### config.mk
export PLATFORM = sky130hd
export DESIGN_NAME = uart_rx_wake
export DESIGN_NICKNAME = d
export VERILOG_FILES = /design/src/rtl/uart_wake_pkg.sv /design/src/rtl/uart_rx_sync.sv /design/src/rtl/uart_rx_core.sv /design/src/rtl/uart_rx_regs.sv /design/src/rtl/uart_rx_wake.sv
export SDC_FILE = /design/constraint.sdc
export NUM_CORES = 1
export LEC_CHECK = 0
export ABC_AREA = 1
export CAP_MARGIN = 25
export CORE_ASPECT_RATIO = 0.8
export CORE_MARGIN = 2
export CORE_UTILIZATION = 35
export CTS_CLUSTER_DIAMETER = 30
export DETAILED_ROUTE_END_ITERATION = 10
export DONT_BUFFER_PORTS = 1
export PLACE_DENSITY = 0.48
export SYNTH_ARGS = -nofsm -noshare
export SYNTH_HDL_FRONTEND = slang
export SYNTH_SLANG_ARGS = --single-unit
### constraint.sdc
create_clock -name clk -period 1.3 [get_ports clk]
set_input_delay 0.195 -clock clk [delete_from_list [all_inputs] [get_ports clk]]
set_output_delay 0.195 -clock clk [all_outputs]
set_load 0.02 [all_outputs]
### src/rtl/uart_wake_pkg.sv
package uart_wake_pkg;

  typedef enum logic [1:0] {
    RX_IDLE  = 2'd0,
    RX_START = 2'd1,
    RX_DATA  = 2'd2,
    RX_STOP  = 2'd3
  } rx_state_e;

endpackage

### src/rtl/uart_rx_sync.sv
module uart_rx_sync #(
  parameter int STAGES = 2
) (
  input  logic clk,
  input  logic rst_n,
  input  logic din,
  output logic line,
  output logic fall,
  output logic rise
);

  logic [STAGES-1:0] chain_q;
  logic              prev_q;

  always_ff @(posedge clk or negedge rst_n) begin
    if (!rst_n) begin
      chain_q <= '1;
      prev_q  <= 1'b1;
    end else begin
      chain_q <= {chain_q[STAGES-2:0], din};
      prev_q  <= chain_q[STAGES-1];
    end
  end

  assign line = chain_q[STAGES-1];
  assign fall = prev_q & ~line;
  assign rise = ~prev_q & line;

endmodule

### src/rtl/uart_rx_core.sv
module uart_rx_core
  import uart_wake_pkg::*;
#(
  parameter int OSR = 16,
  parameter int DW  = 8
) (
  input  logic          clk,
  input  logic          rst_n,
  input  logic          tick,
  input  logic          line,
  input  logic          fall,
  input  logic          hold,
  output logic          done,
  output logic          stop_ok,
  output logic [DW-1:0] byte_out,
  output logic          idle
);

  localparam int CW = $clog2(OSR);
  localparam int BW = (DW > 1) ? $clog2(DW) : 1;
  localparam logic [CW-1:0] LAST_CNT = CW'(OSR - 1);
  localparam logic [CW-1:0] MID_CNT  = CW'(OSR / 2 - 1);
  localparam logic [BW-1:0] LAST_BIT = BW'(DW - 1);

  rx_state_e     state_q, state_d;
  logic [CW-1:0] cnt_q, cnt_d;
  logic [BW-1:0] bit_q, bit_d;
  logic [DW-1:0] sh_q, sh_d;

  always_comb begin
    state_d = state_q;
    cnt_d   = cnt_q;
    bit_d   = bit_q;
    sh_d    = sh_q;
    done    = 1'b0;
    unique case (state_q)
      RX_IDLE: begin
        if (fall) begin
          state_d = RX_START;
          cnt_d   = '0;
        end
      end
      RX_START: begin
        if (tick) begin
          if (cnt_q == MID_CNT) begin
            cnt_d   = '0;
            bit_d   = '0;
            state_d = line ? RX_IDLE : RX_DATA;
          end else begin
            cnt_d = cnt_q + 1'b1;
          end
        end
      end
      RX_DATA: begin
        if (tick) begin
          if (cnt_q == LAST_CNT) begin
            cnt_d = '0;
            sh_d  = {line, sh_q[DW-1:1]};
            if (bit_q == LAST_BIT) state_d = RX_STOP;
            else                   bit_d   = bit_q + 1'b1;
          end else begin
            cnt_d = cnt_q + 1'b1;
          end
        end
      end
      RX_STOP: begin
        if (tick) begin
          if (cnt_q == LAST_CNT) begin
            done    = 1'b1;
            state_d = RX_IDLE;
          end else begin
            cnt_d = cnt_q + 1'b1;
          end
        end
      end
      default: state_d = RX_IDLE;
    endcase
    if (hold) begin
      state_d = RX_IDLE;
      done    = 1'b0;
    end
  end

  always_ff @(posedge clk or negedge rst_n) begin
    if (!rst_n) begin
      state_q <= RX_IDLE;
      cnt_q   <= '0;
      bit_q   <= '0;
      sh_q    <= '0;
    end else begin
      state_q <= state_d;
      cnt_q   <= cnt_d;
      bit_q   <= bit_d;
      sh_q    <= sh_d;
    end
  end

  assign stop_ok  = line;
  assign byte_out = sh_q;
  assign idle     = (state_q == RX_IDLE);

endmodule

### src/rtl/uart_rx_regs.sv
module uart_rx_regs #(
  parameter int DW = 8
) (
  input  logic          clk,
  input  logic          rst_n,
  input  logic          arm_wr,
  input  logic          arm_wdata,
  input  logic          data_rd,
  input  logic          fall,
  input  logic          rise,
  input  logic          done,
  input  logic          stop_ok,
  input  logic [DW-1:0] byte_in,
  output logic          arm,
  output logic          woke,
  output logic          flag,
  output logic          ferr,
  output logic          oerr,
  output logic [DW-1:0] rdata
);

  logic          arm_d, woke_d, flag_d, ferr_d, oerr_d;
  logic [DW-1:0] rdata_d;
  logic          wake_evt, accept, drop;

  assign wake_evt = arm & fall;
  assign drop     = done & flag & ~data_rd;
  assign accept   = done & ~drop;

  always_comb begin
    arm_d   = arm;
    woke_d  = woke;
    flag_d  = flag;
    ferr_d  = ferr;
    oerr_d  = oerr;
    rdata_d = rdata;
    if (arm_wr) begin
      arm_d  = arm_wdata;
      woke_d = 1'b0;
    end else if (arm && woke && rise) begin
      arm_d  = 1'b0;
      woke_d = 1'b0;
    end else if (wake_evt) begin
      woke_d = 1'b1;
    end
    if (data_rd) begin
      flag_d = 1'b0;
      oerr_d = 1'b0;
    end
    if (wake_evt || done) flag_d = 1'b1;
    if (drop) oerr_d = 1'b1;
    if (accept) begin
      rdata_d = byte_in;
      ferr_d  = ~stop_ok;
    end
  end

  always_ff @(posedge clk or negedge rst_n) begin
    if (!rst_n) begin
      arm   <= 1'b0;
      woke  <= 1'b0;
      flag  <= 1'b0;
      ferr  <= 1'b0;
      oerr  <= 1'b0;
      rdata <= '0;
    end else begin
      arm   <= arm_d;
      woke  <= woke_d;
      flag  <= flag_d;
      ferr  <= ferr_d;
      oerr  <= oerr_d;
      rdata <= rdata_d;
    end
  end

endmodule

### src/rtl/uart_rx_wake.sv
module uart_rx_wake #(
  parameter int OSR         = 16,
  parameter int DW          = 8,
  parameter int SYNC_STAGES = 2
) (
  input  logic          clk,
  input  logic          rst_n,
  input  logic          baud_tick,
  input  logic          rxd,
  input  logic          arm_wr,
  input  logic          arm_wdata,
  input  logic          data_rd,
  output logic [DW-1:0] rdata,
  output logic          wake_arm,
  output logic          rx_idle,
  output logic          rx_irq,
  output logic          frame_err,
  output logic          overrun
);

  logic [1:0]    rst_sync_q;
  logic          rst_n_s;
  logic          rx_line, rx_fall, rx_rise;
  logic          rx_done, rx_stop_ok, woke;
  logic [DW-1:0] rx_byte;

  always_ff @(posedge clk or negedge rst_n) begin
    if (!rst_n) rst_sync_q <= 2'b00;
    else        rst_sync_q <= {rst_sync_q[0], 1'b1};
  end
  assign rst_n_s = rst_sync_q[1];

  uart_rx_sync #(.STAGES(SYNC_STAGES)) i_sync (
    .clk (clk),
    .rst_n (rst_n_s),
    .din (rxd),
    .line (rx_line),
    .fall (rx_fall),
    .rise (rx_rise)
  );

  uart_rx_core #(.OSR(OSR), .DW(DW)) i_core (
    .clk (clk),
    .rst_n (rst_n_s),
    .tick (baud_tick),
    .line (rx_line),
    .fall (rx_fall),
    .hold (wake_arm),
    .done (rx_done),
    .stop_ok (rx_stop_ok),
    .byte_out (rx_byte),
    .idle (rx_idle)
  );

  uart_rx_regs #(.DW(DW)) i_regs (
    .clk (clk),
    .rst_n (rst_n_s),
    .arm_wr (arm_wr),
    .arm_wdata (arm_wdata),
    .data_rd (data_rd),
    .fall (rx_fall),
    .rise (rx_rise),
    .done (rx_done),
    .stop_ok (rx_stop_ok),
    .byte_in (rx_byte),
    .arm (wake_arm),
    .woke (woke),
    .flag (rx_irq),
    .ferr (frame_err),
    .oerr (overrun),
    .rdata (rdata)
  );

endmodule

==> flow_summary.ini <==
[pwr]
vdd_drop_max_uv = 633
p_leak_nw = 1.15
p_per_area_nw_per_um2 = 1340

[die]
rows = 22
start_util_pct = 36.2
top_level_ports = 20
core_region_area_um2 = 4570
die-width_um = 80.9
dieArea_um2 = 5300
die_h_um = 65.5

[critical_path]
cp-start-kind = register
criticalPathCategory = register to register
worstReg2RegStart = i_core.cnt_q[1]
arrival_ps = 1620
required_ps = 1480
slowest_stage = dfrtp_1
rr_worst_depth = 6
end_kind = register
critPathMaxFanout = 8
ff2ff_setup_slack_ps = -140
slowest_delay_ps = 390
timing.rr.end = i_core.byte_out[6]
worstPathCellList = ha_4 > nand3_4 > buf_6 > nor3_4 > clkbuf_16 > o21ai_2

[synthesis]
synth_seq_cells = 35
yosysSeqAreaShare_pct = 53.1
synth_top_cell_by_area = dfrtp_1
yosysUniqueCellTypes = 25
synthAdderAreaFrac_pct = 2.27
netlist_area_um2 = 1660
synthTopCellsByArea = dfrtp_1 (48%), nand2_1 (11%), inv_1 (5.9%), nand3_1 (5.1%), o21ai_0 (4.8%)
synth-simple-area-share_pct = 26.3
synth_fp_nets = 203
synth_mux_area_share_pct = 0.605
synth-xor-area-share_pct = 0.529
synth_top_family_by_area = simple AND/OR/NAND/NOR gates
synth-compound-area-share_pct = 9.22
ys_warn_count = 0
postSynthCellCount = 193
syn_avg_cell_area_um2 = 8.58
synth_top_area_share_pct = 48.4

[sta]
max_freq_mhz = 695
hold_viol = 0
rsz0062_at_grt = yes
setup_ws_ps = -139
timing.final.crit_period_ps = 1440
fin_hold_ws_ps = 8.92
period_share_pct = 111
report.final.setup_viol = 26
fin_skew_ps = 4.52
finalMaxSlewViolations = 0

[route]
first_iter_violations = 43
final_antenna_net_count = 0
wl_per_cell_um = 12.7
drt_first_pass_iters = 4
vias = 1397
viasPerCell = 4.61
totalWireLength_um = 3850
remaining_drc_errors = 0

[global_routing]
grt_pass1_vias = 1381
gr-total-overflow = 0
antenna_found_initial = 0
grt_pass1_wl_um = 6120
grt_max_degree = 27
track_usage_pct = 15.3

[place]
gp_congestion = 0.850
placed_area_um2 = 2000
place_ws_ps = -191
hpwl_um = 2530
io_buffers = 0

[flow_run]
maxCapViolCount = 0

[hold_path]
holdPathEnd = i_regs.oerr
hold_depth = 1
hold_class = input pin to register
min_from = data_rd

[cells_and_area]
diodes = 0
syn2layout_area_growth_pct = 48.0
final_nets = 252
final_common_cell = nand2_1
layout-drive-gt1-share_pct = 44.4
final_cell_mix = nand2_1 (39), dfrtp_1 (30), buf_4 (27)
fin_area_um2 = 2450

[clock_tree]
cts_tree = built
clockBufferDepth = 2
root_buffer = clkbuf_8
cts_inserted_buffers = 5
insertion_delay_ps = 290
path_clk_slew_ps = 70
htreeDepth = 2
clkSinkCount = 35

[outcome]
violations = negative setup slack
status = finished, violations left
## cells in the mapped netlist (all sizes together)
| master | count |
|---|---|
| nand2 | 50 |
| dfrtp | 32 |
| inv | 27 |
| nor2 | 22 |
| nand3 | 18 |
| o21ai | 17 |
| a21oi | 8 |
| dfstp | 3 |
| ha | 3 |
| buf | 2 |
| nand3b | 2 |
| nor3 | 2 |
| clkbuf | 1 |
| conb | 1 |
| mux2i | 1 |
| o21ba | 1 |
| o21bai | 1 |
| o22ai | 1 |
| xor2 | 1 |
## power by group
part           switching [mW]  internal (mW)
clock                   0.413          0.482
sequential             0.0943           1.17
combinational           0.571          0.556
total                    1.08           2.21
## cells by family (layout without fill, tap and decap cells)
| group | Yosys count | in the layout |
|---|---|---|
| mux | 1 | 1 |
| fa+ha+maj | 3 | 3 |
| xor+xnor | 1 | 1 |
| other cells | 1 | 1 |
| buf+inv | 30 | 80 |
| flops | 35 | 35 |
| compound gates | 28 | 28 |
| simple gates | 94 | 94 |
## registers in the layout (all words and copies together) (netlist names)
name and flops:
i_regs.oerr 1, i_core.cnt_q 4, i_regs.flag 1, i_sync.prev_q 1
i_core.state_q 2, i_regs.rdata 8, i_regs.ferr 1, i_regs.arm 1
i_regs.woke 1, rst_sync_q 2, i_sync.chain_q 2, i_core.bit_q 3
i_core.byte_out 8
## cell type report
class / instances / area, µm²
Fill cell: 440 / 2120
Sequential cell: 35 / 882
Multi-Input combinational cell: 128 / 848
Timing Repair Buffer: 45 / 434
Inverter: 27 / 106
Clock buffer: 7 / 96.3
Tap cell: 60 / 75.1
Clock inverter: 1 / 7.51
## through the flow
stage                     setup TNS, ps  power (mW)  util [%]  cells
final                             -2510        3.29      53.6    303
after global placement            -1660        2.04      43.8    280
after detailed placement          -2030        2.05      43.8    280
after global routing              -4560        3.48      53.6    303
after floorplan                   -2230        1.69         -    193
after CTS                         -1590        3.10      50.4    299
## critical path, delay by kind of cell (launching register included)
kind                       cells  cell delay, ps
buffers and inverters          2             360
DFF                            1             390
and+or+nand+nor                2             350
AOI/OAI and AO/OA              1              60
adders and majority gates      1             170
## layer usage
metal	vias up	GRT usage (%)	routed length (µm)
met1	661	20.2	1790
met2	23	24.3	1850
met5	-	0	0
met3	8	4.67	158
li1	705	-	-
met4	0	4.24	60
## worst max path at each step
stage	endpoint	slack (ps)	depth (start not counted)	start
finish	i_core.byte_out[6]	-140	6	i_core.cnt_q[1]
global route	i_regs.rdata[1]	-220	8	i_core.cnt_q[1]
CTS	i_regs.rdata[7]	-110	9	i_core.cnt_q[0]
detailed placement	i_core.bit_q[1]	-190	8	i_core.bit_q[0]
global placement	i_core.state_q[0]	-110	9	i_core.bit_q[0]
floorplan	i_regs.rdata[0]	-180	7	i_core.cnt_q[0]
## repair_timing
action                                  4_1_cts  5_1_grt
hold endpoints to repair                      3        0
buffers inserted                              8        6
pin swaps                                    15       16
hold buffers                                  2        0
resized for setup                            26       44
gates cloned                                  1        1
endpoints found under the setup margin       27       27
Note: power is estimated with default switching activity, not from simulation.
